## src/rtl/dmac_irq_pkg.sv

```systemverilog
package dmac_irq_pkg;
  localparam int STAT_W     = 16;
  localparam int STALL_BIT  = 13;
  localparam int FEMPTY_BIT = 14;
  localparam int BUSERR_BIT = 15;
  localparam logic [31:0] CPU_QUAL_MASK  = 32'h0001_0807;
  localparam logic [31:0] CPU_QUAL_MATCH = 32'h0001_0801;

  typedef struct packed {
    logic bus_err;
    logic fifo_empty;
    logic stall;
  } err_evt_t;
endpackage

```

## src/rtl/dmac_irq_status.sv

```systemverilog
module dmac_irq_status
  import dmac_irq_pkg::*;
#(
  parameter int NUM_CH = 10,
  parameter int IDX_W  = 4
) (
  input  logic              clk_i,
  input  logic              rst_ni,
  input  logic [NUM_CH-1:0] done_i,
  input  err_evt_t          err_i,
  input  logic              fault_i,
  input  logic [IDX_W-1:0]  fault_ch_i,
  input  logic [STAT_W-1:0] clr_i,
  output logic [STAT_W-1:0] stat_o,
  output logic [NUM_CH-1:0] start_clr_o
);
  logic [NUM_CH-1:0] fault_oh;
  logic [STAT_W-1:0] set_vec;

  for (genvar c = 0; c < NUM_CH; c++) begin : g_oh
    assign fault_oh[c] = fault_i && (fault_ch_i == IDX_W'(c));
  end

  for (genvar b = 0; b < STAT_W; b++) begin : g_bit
    if (b < NUM_CH) begin : g_ch
      assign set_vec[b] = done_i[b] | fault_oh[b];
    end else if (b == STALL_BIT) begin : g_stall
      assign set_vec[b] = err_i.stall;
    end else if (b == FEMPTY_BIT) begin : g_fe
      assign set_vec[b] = err_i.fifo_empty;
    end else if (b == BUSERR_BIT) begin : g_be
      assign set_vec[b] = err_i.bus_err | fault_i;
    end else begin : g_rsvd
      assign set_vec[b] = 1'b0;
    end

    if (b < NUM_CH || b >= STALL_BIT) begin : g_reg
      logic flag_q;
      // set has priority over a clearing write
      always_ff @(posedge clk_i or negedge rst_ni) begin
        if (!rst_ni)         flag_q <= 1'b0;
        else if (set_vec[b]) flag_q <= 1'b1;
        else if (clr_i[b])   flag_q <= 1'b0;
      end
      assign stat_o[b] = flag_q;
    end else begin : g_zero
      assign stat_o[b] = 1'b0;
    end
  end

  always_ff @(posedge clk_i or negedge rst_ni) begin
    if (!rst_ni) start_clr_o <= '0;
    else         start_clr_o <= fault_oh;
  end
endmodule

```

## src/rtl/dmac_irq_mask.sv

```systemverilog
module dmac_irq_mask
  import dmac_irq_pkg::*;
(
  input  logic              clk_i,
  input  logic              rst_ni,
  input  logic              wr_i,
  input  logic [STAT_W-1:0] tog_i,
  output logic [STAT_W-1:0] mask_o
);
  always_ff @(posedge clk_i or negedge rst_ni) begin
    if (!rst_ni)   mask_o <= '0;
    else if (wr_i) mask_o <= mask_o ^ tog_i;
  end
endmodule

```

## src/rtl/dmac_irq_gate.sv

```systemverilog
module dmac_irq_gate
  import dmac_irq_pkg::*;
(
  input  logic              clk_i,
  input  logic              rst_ni,
  input  logic [STAT_W-1:0] stat_i,
  input  logic [STAT_W-1:0] mask_i,
  input  logic              dma_en_i,
  input  logic [31:0]       cpu_status_i,
  output logic              irq_o
);
  logic cpu_ok, src_hit, req;

  assign cpu_ok  = (cpu_status_i & CPU_QUAL_MASK) == CPU_QUAL_MATCH;
  // bus error bypasses its mask
  assign src_hit = (|(stat_i & mask_i)) | stat_i[BUSERR_BIT];
  assign req     = src_hit & dma_en_i & cpu_ok;

  always_ff @(posedge clk_i or negedge rst_ni) begin
    if (!rst_ni) irq_o <= 1'b0;
    else         irq_o <= req;
  end
endmodule

```

## src/rtl/dmac_irq_unit.sv

```systemverilog
module dmac_irq_unit
  import dmac_irq_pkg::*;
#(
  parameter int NUM_CH = 10,
  localparam int IDX_W = (NUM_CH > 1) ? $clog2(NUM_CH) : 1
) (
  input  logic              clk_i,
  input  logic              rst_ni,
  input  logic [NUM_CH-1:0] done_i,
  input  logic              stall_i,
  input  logic              fifo_empty_i,
  input  logic              bus_err_i,
  input  logic              fault_i,
  input  logic [IDX_W-1:0]  fault_ch_i,
  input  logic              dma_en_i,
  input  logic [31:0]       cpu_status_i,
  input  logic              wr_i,
  input  logic [31:0]       wdata_i,
  output logic [31:0]       rdata_o,
  output logic [NUM_CH-1:0] start_clr_o,
  output logic              irq_o
);
  err_evt_t          err;
  logic [STAT_W-1:0] clr, stat, mask;

  assign err = '{bus_err: bus_err_i, fifo_empty: fifo_empty_i, stall: stall_i};
  assign clr = wr_i ? wdata_i[STAT_W-1:0] : '0;

  dmac_irq_status #(.NUM_CH(NUM_CH), .IDX_W(IDX_W)) u_status (
    .clk_i, .rst_ni, .done_i, .err_i(err), .fault_i, .fault_ch_i,
    .clr_i(clr), .stat_o(stat), .start_clr_o
  );

  dmac_irq_mask u_mask (
    .clk_i, .rst_ni, .wr_i, .tog_i(wdata_i[31:16]), .mask_o(mask)
  );

  dmac_irq_gate u_gate (
    .clk_i, .rst_ni, .stat_i(stat), .mask_i(mask), .dma_en_i,
    .cpu_status_i, .irq_o
  );

  assign rdata_o = {mask, stat};
endmodule

```

## config.mk

```make
export PLATFORM = sky130hd
export DESIGN_NAME = dmac_irq_unit
export DESIGN_NICKNAME = d
export VERILOG_FILES = /design/src/rtl/dmac_irq_pkg.sv /design/src/rtl/dmac_irq_status.sv /design/src/rtl/dmac_irq_mask.sv /design/src/rtl/dmac_irq_gate.sv /design/src/rtl/dmac_irq_unit.sv
export SDC_FILE = /design/constraint.sdc
export NUM_CORES = 1
export LEC_CHECK = 0
export ABC_AREA = 1
export BUFFER_PORTS_ARGS = -buffer_cell sky130_fd_sc_hd__clkbuf_2
export CAP_MARGIN = 0
export CORE_AREA = 2 2 81 83
export CTS_CLUSTER_SIZE = 25
export DETAILED_ROUTE_END_ITERATION = 16
export DIE_AREA = 0 0 83 85
export GPL_TIMING_DRIVEN = 0
export PLACE_DENSITY = 0.67
export SLEW_MARGIN = 10
export SYNTH_ARGS = -nofsm -noshare
export SYNTH_HDL_FRONTEND = slang
export SYNTH_SLANG_ARGS = --single-unit
```

## constraint.sdc

```tcl
create_clock -name clk_i -period 1 [get_ports clk_i]
set_input_delay 0.2 -clock clk_i [delete_from_list [all_inputs] [get_ports clk_i]]
set_output_delay 0.2 -clock clk_i [all_outputs]
set_load 0.005 [all_outputs]
```

==> run summary, run 1 <==
outcome: finished, violations left
failing checks: negative setup slack
DR DRC count: 0
period utilization: 1.16
total grt overflow: 0
critical path data required time: 0.80 ns
DR vias/cell: 4.24
min cycle time layout: 1.16 ns
Startpoint Class: flip-flop
Hold WC Path Type: in2async
CTS tree: yes
Die W: 83 um
WL final: 4820 um
crit path capture type: output pin
Tot Pwr: 5560 uW
Post-DRT Antenna Nets: 0
Max Clock Freq: 0.866 GHz
Compound-Gate Fraction of Synth Area: 0.0670
Buffers on Ports: 94
Pre-Repair DR Iteration Count: 6
Num Clock Sinks: 40
Synth Register Bits: 40
synth unique cells: 16
HPWL after DPL: 3470 um
number of I/O pins: 129
worst-margin pin slew: 1.03 ns
initial antenna violation count: 0
Mapped Area: 1790 sq um
via count: 1718
critical-path cell list: buf_4 -> clkbuf_2
Critical Path AT: 0.96 ns
Setup Skew: 0.00851 ns
Slew Limit Fails: 0
DIE AREA: 7060 sq um
minimum hold slack: 0.0787 ns
adder-cell area share of the yosys netlist: 0
final setup violating endpoints: 22
layout cell share with drive strength beyond 1: 0.454
CTS max path bufs: 2
routability cong.: 0.772
most area-consuming cells after synthesis: dfrtp_1, nand2_1, xor2_1
first-pass GRT wire length: 7890 um
post-synthesis simple-gate area fraction: 0.164
part of the Yosys area used for sequential elements: 0.558
largest net degree at the start of global routing: 41
Area Growth Syn to Fin: 52.3%
FP Rows: 29
Routed WL per cell: 11.9 um
Post-Place Cell Area: 2370 sq um
max incr delay on CP: 0.42 ns
slowest cell on the critical path: dfrtp_1
main combinational cell family by area after synthesis: simple AND/OR/NAND/NOR gates
worst vdd ir: 0.726 mV
Mapped Cells: 199
Final Hold Viols: 0
post-synthesis mux area share: 0
Max Cap Violations: 0
Pleak: 0.00153 uW
Core ar.: 6200 sq um
Crit Path Max Fanout: 3
warnings from Yosys: 0
Tot GR Track Use: 0.142
H-Tree Depth: 2
fin area: 2730 sq um
number of global-route vias before repair: 1683
top-area cell type share of the netlist area: 0.558
kind of critical path: reg2out
RSZ-0062 raised after global routing: yes
syn avg cell area: 9.01 sq um
slew margin rel.: 0.313
Num CTS Buffers: 5
Starting Density: 0.289
clock latency at the later pin of the worst-skew pair: 0.29 ns
Clock Pin Slew Worst Setup and Hold Paths: 0.09 ns
Final Net Count: 413
post-synth top area cell: dfrtp_1
DR iter-0 viols: 68
fin worst setup slack: -0.155 ns
Post-Synth XOR/XNOR Area: 0.0782
Root Buffer: clkbuf_8
Die Ht: 85 um
n_diodes: 0
P per Cell Area: 2040 nW/um^2
-- kinds of logic (layout without fill, tap and decap cells) --
family	Yosys count	in the layout
compound gates	23	23
xor+xnor	16	16
buf+inv	43	170
flops	40	40
other cells	1	3
simple gates	76	76
-- synthesized netlist by cell type --
cell type / number
dfrtp_1: 40
xor2_1: 16
nand3_1: 3
nand4_1: 1
nand2_1: 54
buf_4: 17
conb_1: 1
nor2_1: 17
o21ai_1: 7
a21oi_1: 11
buf_6: 1
o21ai_0: 3
buf_2: 1
or3_1: 1
inv_1: 24
a21o_1: 2
-- placed cells by master (no fill, tap or decap) --
cell,instances
conb_1,3
nand3_1,3
inv_1,24
clkbuf_8,5
buf_4,34
bufinv_16,1
a21oi_2,1
buf_2,1
buf_6,13
nand2_1,52
o21ai_1,7
clkbuf_2,90
o21ai_0,3
clkinvlp_4,1
or3_1,1
dfrtp_1,40
xor2_1,16
nor2_1,17
clkinv_2,1
a21oi_1,10
a21o_1,2
nand2_2,2
nand4_1,1
-- state kept, by name (all words and copies together), names as in the netlist --
signal,flops
u_mask.mask_o,16
u_status.g_bit.g_reg.flag_q,13
u_status.start_clr_o,10
u_gate.irq_o,1
-- critical path: cells and delay by family (launching register included) --
family	cells	cell delay (ns)
DFF	1	0.42
buffers and inverters	2	0.24
-- area by class of cell --
cell class              count  area, sq um
well taps                  77         96.3
plain buffers              17          148
multi-input cells         118          574
clock inverters             3         42.5
flip-flops and latches     40         1000
fillers                   626         3470
inverters                  24         90.1
clock buffers               5         68.8
repair buffers            121          709
-- worst paths after layout --
check	startpoint	slack, ns	depth (start not counted)	end
min in group clk_i	stall_i	0.08	2	u_status.g_bit[13].g_reg.flag_q
max in group asynchronous	rst_ni	0.30	1	u_status.g_bit[4].g_reg.flag_q
setup / recovery	u_status.g_bit[15].g_reg.flag_q	-0.16	2	rdata_o[15]
hold reg to reg	u_mask.mask_o[12]	0.51	2	u_mask.mask_o[12]
hold / removal	rst_ni	0.08	1	u_mask.mask_o[4]
setup reg to reg	u_status.g_bit[3].g_reg.flag_q	-0.09	7	u_gate.irq_o
-- repair_timing --
action                                  CTS  global route
hold buffers                              0             0
resized for setup                         3            12
endpoints found under the setup margin   30            41
pin swaps                                 4             1
buffers inserted                         24             3
-- metrics by stage --
step,setup WS (ns),TNS (ns),util,std cells
after floorplan,0.121,0,-,201
after global placement,-0.0779,-3.09,0.382,372
after detailed placement,-0.133,-5.31,0.382,372
after CTS,-0.182,-1.94,0.428,402
after global routing,-0.201,-2.93,0.440,405
final,-0.155,-1.54,0.440,405
-- routing by layer --
layer	wire length, um	part of all wire	vias to the layer above	global-route usage
met4	51	0.011	0	0.0358
met1	2060	0.43	800	0.175
met5	0	0	-	0
li1	-	-	843	-
met2	2360	0.49	69	0.245
met3	344	0.071	6	0.0438
-- power breakdown --
part           switching, uW  internal, uW  leakage (uW)  total (uW)
clock network            579           739     0.0000541        1320
logic                    812          1150       0.00101        1960
registers                285          1990      0.000468        2280
total                   1680          3880       0.00153        5560
(Power assumes the default switching activity.)
==> run 2: changes to the inputs <==
- HOLD_SLACK_MARGIN: unset -> 0.06
- TNS_END_PERCENT: unset -> 5
==> run 2 against run 1 <==
  * The flow still finishes with violations (negative setup slack)
  * Sequential power grew 2%
  * Worst setup slack improved by 0.00095 ns
  * Core utilization down 3.7 points
  * First-iteration DRC count down 16%
  * Critical endpoint unchanged
  * Hold slack worse by 0.0098 ns
  * Power decreased by 11%
  * Final area fell by 8.4%
  * Highest routed layer unchanged
  * Largest cell class unchanged
  * Maximum frequency about the same
==> run summary, run 2 (synthesis gave the netlist of run 1 again) <==
Tot GR Track Use: 0.135 (-0.00766)
H-Tree Depth: 2 (unchanged)
DR DRC count: 0 (unchanged)
largest register by flop count: u_mask.mask_o
kind of critical path: reg2out
via count: 1602 (-6.8%)
number of I/O pins: 129 (unchanged)
crit path capture type: output pin
Buffers on Ports: 94 (unchanged)
failing checks: negative setup slack
final setup violating endpoints: 27 (+23%)
initial antenna violation count: 0 (unchanged)
Crit Path Max Fanout: 3 (unchanged)
R2R depth: 6 (-1)
total grt overflow: 0 (unchanged)
commonest non-fill, non-tap cell in the layout: clkbuf_2
Post-CTS Hold Buffers: 0 (unchanged)
CP delay by family, top: flip-flops
Tot Pwr: 4970 uW (-11%)
CTS max path bufs: 2 (unchanged)
fillcell total: 650 (+3.8%)
P per Cell Area: 1990 nW/um^2 (-2.4%)
worst vdd ir: 0.633 mV (-13%)
slew margin rel.: 0.320 (+0.00645)
Die Ht: 85 um (unchanged)
Hold WC Path Type: in2async
most frequent cells in the layout: clkbuf_2, nand2_1, dfrtp_1
Pleak: 0.00140 uW (-8.5%)
CTS tree: yes
critical-path cell list: buf_4 -> clkbuf_2
routability cong.: 0.772 (unchanged)
DIE AREA: 7060 sq um (unchanged)
flop2flop setup slack: 0 ns (+0.09 ns)
Critical Path AT: 0.95 ns (about the same)
DR iter-0 viols: 57 (-16%)
worst-margin pin slew: 1.02 ns (-0.00968 ns)
FP Rows: 29 (unchanged)
cell count along the critical path: 2 (unchanged)
Area Growth Syn to Fin: 39.4%
CP bufs+invs: 2 (unchanged)
Startpoint Class: flip-flop
reg2reg end: u_gate.irq_o
Slew Limit Fails: 0 (unchanged)
largest net degree at the start of global routing: 41 (unchanged)
Max Cap Violations: 0 (unchanged)
CP endpoint: rdata_o[15]
CP Launch Point: u_status.g_bit[15].g_reg.flag_q
Post-DRT Antenna Nets: 0 (unchanged)
Num Clock Sinks: 40 (unchanged)
RSZ-0062 raised after global routing: yes
max incr delay on CP: 0.42 ns (about the same)
Root Buffer: clkbuf_8
layout cell share with drive strength beyond 1: 0.407 (-0.0477)
Starting Density: 0.289 (unchanged)
minimum hold slack: 0.0689 ns (-0.00975 ns)
clock latency at the later pin of the worst-skew pair: 0.29 ns (about the same)
Pre-Repair DR Iteration Count: 4 (-2)
period utilization: 1.15 (about the same)
Clock Pin Slew Worst Setup and Hold Paths: 0.08 ns (about the same)
HPWL after DPL: 3470 um (unchanged)
Num CTS Buffers: 5 (unchanged)
Die W: 83 um (unchanged)
first-pass GRT wire length: 7420 um (-5.9%)
DR vias/cell: 4.19 (-1.1%)
number of global-route vias before repair: 1557 (-7.5%)
Final Net Count: 390 (-5.6%)
Final Hold Viols: 0 (unchanged)
Final Util: 0.403 (-0.0371)
Largest register FFs: 16 (unchanged)
outcome: finished, violations left
Max Clock Freq: 0.866 GHz (about the same)
Routed WL per cell: 11.8 um (-0.75%)
min cycle time layout: 1.15 ns (-0.000951 ns)
WL final: 4510 um (-6.4%)
Setup Skew: 0.00715 ns (-0.00136 ns)
reg2reg start: u_status.g_bit[13].g_reg.flag_q
critical path data required time: 0.80 ns (about the same)
n_diodes: 0 (unchanged)
fin worst setup slack: -0.154 ns (+0.000951 ns)
Core ar.: 6200 sq um (unchanged)
largest registers: u_mask.mask_o: 16 flops, u_status.g_bit.g_reg.flag_q: 13 flops, u_status.start_clr_o: 10 flops
slowest cell on the critical path: dfrtp_1
[run 2: cell count changes in the layout (fill, tap and decap cells not counted)]
| cell | previous run | this run |
|---|---|---|
| buf_6 | 13 | 2 |
| clkbuf_2 | 90 | 94 |
| a21oi_2 | 1 | 0 |
| buf_4 | 34 | 18 |
| nor2_2 | 0 | 1 |
| nand2_1 | 52 | 54 |
| nand2_2 | 2 | 0 |
| nor2_1 | 17 | 16 |
| a21oi_1 | 10 | 11 |
[run 2: routing by layer]
metal,vias up,GRT usage,wire length (um),part of all wire
met2,69,0.225,2110,0.47
met5,-,0,0,0
met3,6,0.0438,345,0.076
met4,0,0.0358,51,0.011
li1,796,-,-,-
met1,731,0.169,2010,0.44
[run 2: worst reg2reg max path: stages (launching register included)]
cell and delay, ns:
dfrtp_1 0.40, nand2_1 0.08, nand2_1 0.07, nor2_2 0.12, nand2_1 0.07, nor2_1 0.10
nor2_1 0.05
[run 2: per-stage QoR]
| stage | std cells | TNS (ns) | setup slack [ns] | cell area, sq um |
|---|---|---|---|---|
| global route | 382 | -3.47 | -0.202 | 2500 |
| detailed placement | 372 | -5.31 | -0.133 | 2370 |
| CTS | 381 | -2.45 | -0.182 | 2490 |
| finish | 382 | -1.92 | -0.154 | 2500 |
| floorplan | 201 | 0 | 0.121 | 1800 |
| global placement | 372 | -3.09 | -0.0779 | 2370 |
[run 2: worst min path at each step]
stage	start	depth (start not counted)	to	slack [ns]
after global routing	stall_i	2	u_status.g_bit[13].g_reg.flag_q	0.07
after global placement	stall_i	2	u_status.g_bit[13].g_reg.flag_q	0.38
final	rst_ni	1	u_status.g_bit[15].g_reg.flag_q	0.07
after CTS	stall_i	2	u_status.g_bit[13].g_reg.flag_q	0.07
after floorplan	rst_ni	0	u_gate.irq_o	-0.1
after detailed placement	stall_i	2	u_status.g_bit[13].g_reg.flag_q	0.39
[run 2: timing repair]
action	CTS	global route
setup buffers	1	1
pin swaps	3	0
endpoints found under the setup margin	30	40
gates resized for setup	1	1
[run 2: final cells by class]
| type | count | area (sq um) | area share |
|---|---|---|---|
| Sequential cell | 40 | 1000 | 0.400 |
| Multi-Input combinational cell | 118 | 568 | 0.227 |
| Timing Repair Buffer | 96 | 485 | 0.194 |
| Buffer | 19 | 148 | 0.0591 |
| Tap cell | 77 | 96.3 | 0.0385 |
| Inverter | 24 | 90.1 | 0.0360 |
| Clock buffer | 5 | 68.8 | 0.0275 |
| Clock inverter | 3 | 42.5 | 0.0170 |
[run 2: report_power, final]
part | switching (uW) | total, uW | internal [uW] | leakage (uW)
registers | 330 | 2320 | 1990 | 0.000468
logic | 640 | 1320 | 681 | 0.000883
clock network | 583 | 1320 | 739 | 0.0000541
total | 1550 | 4970 | 3410 | 0.00140
==> run 3: changes to the inputs <==
==> constraint.sdc (replaced) <==
create_clock -name clk_i -period 1 [get_ports clk_i]
set_input_delay 0.2 -clock clk_i [delete_from_list [all_inputs] [get_ports clk_i]]
set_output_delay 0.2 -clock clk_i [all_outputs]
set_load 0.05 [all_outputs]
==> run 3 against run 2 <==
  * Critical endpoint unchanged
  * The flow still finishes with violations (negative setup slack)
  * Core utilization is 7.7 points higher
  * Final cell count up 0.26%
  * Clock power fell by 15%
  * Largest cell class is now non-clock buffers
  * Sequential share of layout area fell by 5.9 points
==> run summary, run 3 (synthesis gave the netlist of run 1 again) <==
DIE AREA: 7060 sq um (unchanged)
n_diodes: 0 (unchanged)
failing checks: negative setup slack
Critical Path AT: 1.02 ns (+0.07 ns)
Setup Skew: 0.00698 ns (-0.000173 ns)
largest registers: u_mask.mask_o: 16 flops, u_status.g_bit.g_reg.flag_q: 13 flops, u_status.start_clr_o: 10 flops
Num Clock Sinks: 40 (unchanged)
HPWL after DPL: 3700 um (+6.6%)
kind of critical path: reg2out
fin worst setup slack: -0.218 ns (-0.0634 ns)
Crit Path Max Fanout: 3 (unchanged)
layout cell share with drive strength beyond 1: 0.448 (+0.0412)
initial antenna violation count: 0 (unchanged)
Post-Place Setup Slack: -0.177 ns (-0.0441 ns)
filler-free cell count of the finished design: 383 (+0.26%)
Starting Density: 0.289 (unchanged)
Max Cap Violations: 0 (unchanged)
first-pass GRT wire length: 8200 um (+11%)
largest net degree at the start of global routing: 41 (unchanged)
crit path capture type: output pin
Clock Pin Slew Worst Setup and Hold Paths: 0.08 ns (about the same)
Final Hold Viols: 0 (unchanged)
Final Net Count: 391 (+0.26%)
Root Buffer: clkbuf_8
Core ar.: 6200 sq um (unchanged)
Die W: 83 um (unchanged)
Largest register FFs: 16 (unchanged)
Post-DRT Antenna Nets: 0 (unchanged)
Area Growth Syn to Fin: 66.1%
critical path data required time: 0.80 ns (about the same)
number of global-route vias before repair: 1697 (+9.0%)
largest register by flop count: u_mask.mask_o
CTS tree: yes
final setup violating endpoints: 41 (+52%)
Num CTS Buffers: 5 (unchanged)
clock latency at the later pin of the worst-skew pair: 0.29 ns (about the same)
worst vdd ir: 1.53 mV (+140%)
most frequent cells in the layout: nand2_1, clkbuf_2, buf_8
outcome: finished, violations left
DR vias/cell: 4.22 (+0.67%)
period utilization: 1.22 (+0.0634)
routability cong.: 0.731 (-5.4%)
Pleak: 0.00156 uW (+11%)
WL final: 5110 um (+13%)
Routed WL per cell: 13.3 um (+13%)
Tot Pwr: 7110 uW (+43%)
via count: 1617 (+0.94%)
P per Cell Area: 2390 nW/um^2 (+20%)
Hold WC Path Type: in2async
Die Ht: 85 um (unchanged)
Max Clock Freq: 0.821 GHz (-5.2%)
FP Rows: 29 (unchanged)
Pre-Repair DR Iteration Count: 4 (unchanged)
DR iter-0 viols: 28 (-51%)
Tot GR Track Use: 0.149 (+0.0142)
worst-margin pin slew: 0.995 ns (-0.0250 ns)
Buffers on Ports: 94 (unchanged)
slew margin rel.: 0.337 (+0.0167)
fillcell total: 599 (-7.8%)
Final Util: 0.480 (+0.0770)
total grt overflow: 0 (unchanged)
Startpoint Class: flip-flop
CTS max path bufs: 2 (unchanged)
H-Tree Depth: 2 (unchanged)
number of I/O pins: 129 (unchanged)
Post-CTS Hold Buffers: 0 (unchanged)
DP Cell Count: 372 (unchanged)
Slew Limit Fails: 0 (unchanged)
RSZ-0062 raised after global routing: yes
minimum hold slack: 0.0665 ns (-0.00237 ns)
DR DRC count: 0 (unchanged)
min cycle time layout: 1.22 ns (+0.0634 ns)
[run 3: routing by layer]
metal | vias up | routed length [um] | global-route usage
met5 | - | 0 | 0
met3 | 4 | 330 | 0.0477
met1 | 757 | 2020 | 0.173
li1 | 796 | - | -
met2 | 60 | 2740 | 0.268
met4 | 0 | 21 | 0.0358
[run 3: worst max-delay path: stages, from the launching register on]
cell and delay (ns):
dfrtp_1 0.43, buf_6 0.14, clkbuf_16 0.16
[run 3: timing repair]
action                                 4_1_cts  5_1_grt
setup endpoints to repair                   40       42
setup buffers                                3        0
endpoints found under the hold margin        0        0
resized for setup                           85       48
[run 3: cell type report]
class / instances / area, sq um / area share
clock inverters: 2 / 10.0 / 0.00336
well taps: 77 / 96.3 / 0.0324
clock buffers: 6 / 82.6 / 0.0277
inverters: 24 / 90.1 / 0.0303
plain buffers: 19 / 193 / 0.0647
repair buffers: 97 / 923 / 0.310
multi-input cells: 118 / 566 / 0.190
flip-flops and latches: 40 / 1020 / 0.342
[run 3: path summary, 6_finish.rpt]
| check | start | to | slack (ns) | cells past startpoint |
|---|---|---|---|---|
| max | u_status.g_bit[15].g_reg.flag_q | rdata_o[15] | -0.22 | 2 |
| max in group asynchronous | rst_ni | u_mask.mask_o[6] | 0.26 | 1 |
| min reg2reg | u_mask.mask_o[2] | u_mask.mask_o[2] | 0.54 | 2 |
| min in group clk_i | fifo_empty_i | u_status.g_bit[14].g_reg.flag_q | 0.09 | 2 |
| min | rst_ni | u_status.g_bit[15].g_reg.flag_q | 0.07 | 1 |
| max reg2reg | u_status.g_bit[7].g_reg.flag_q | u_gate.irq_o | -0.06 | 7 |
[run 3: report_power, final]
group | switching, uW | internal, uW
sequential | 478 | 2050
clock | 569 | 551
combinational | 2000 | 1470
[run 3: through the flow]
step,TNS (ns),instance area [sq um]
2_1_floorplan,-0.0121,1820
3_3_place_gp,-3.84,2380
3_5_place_dp,-4.90,2380
4_1_cts,-5.18,2890
5_1_grt,-5.64,2980
6_report,-3.98,2980
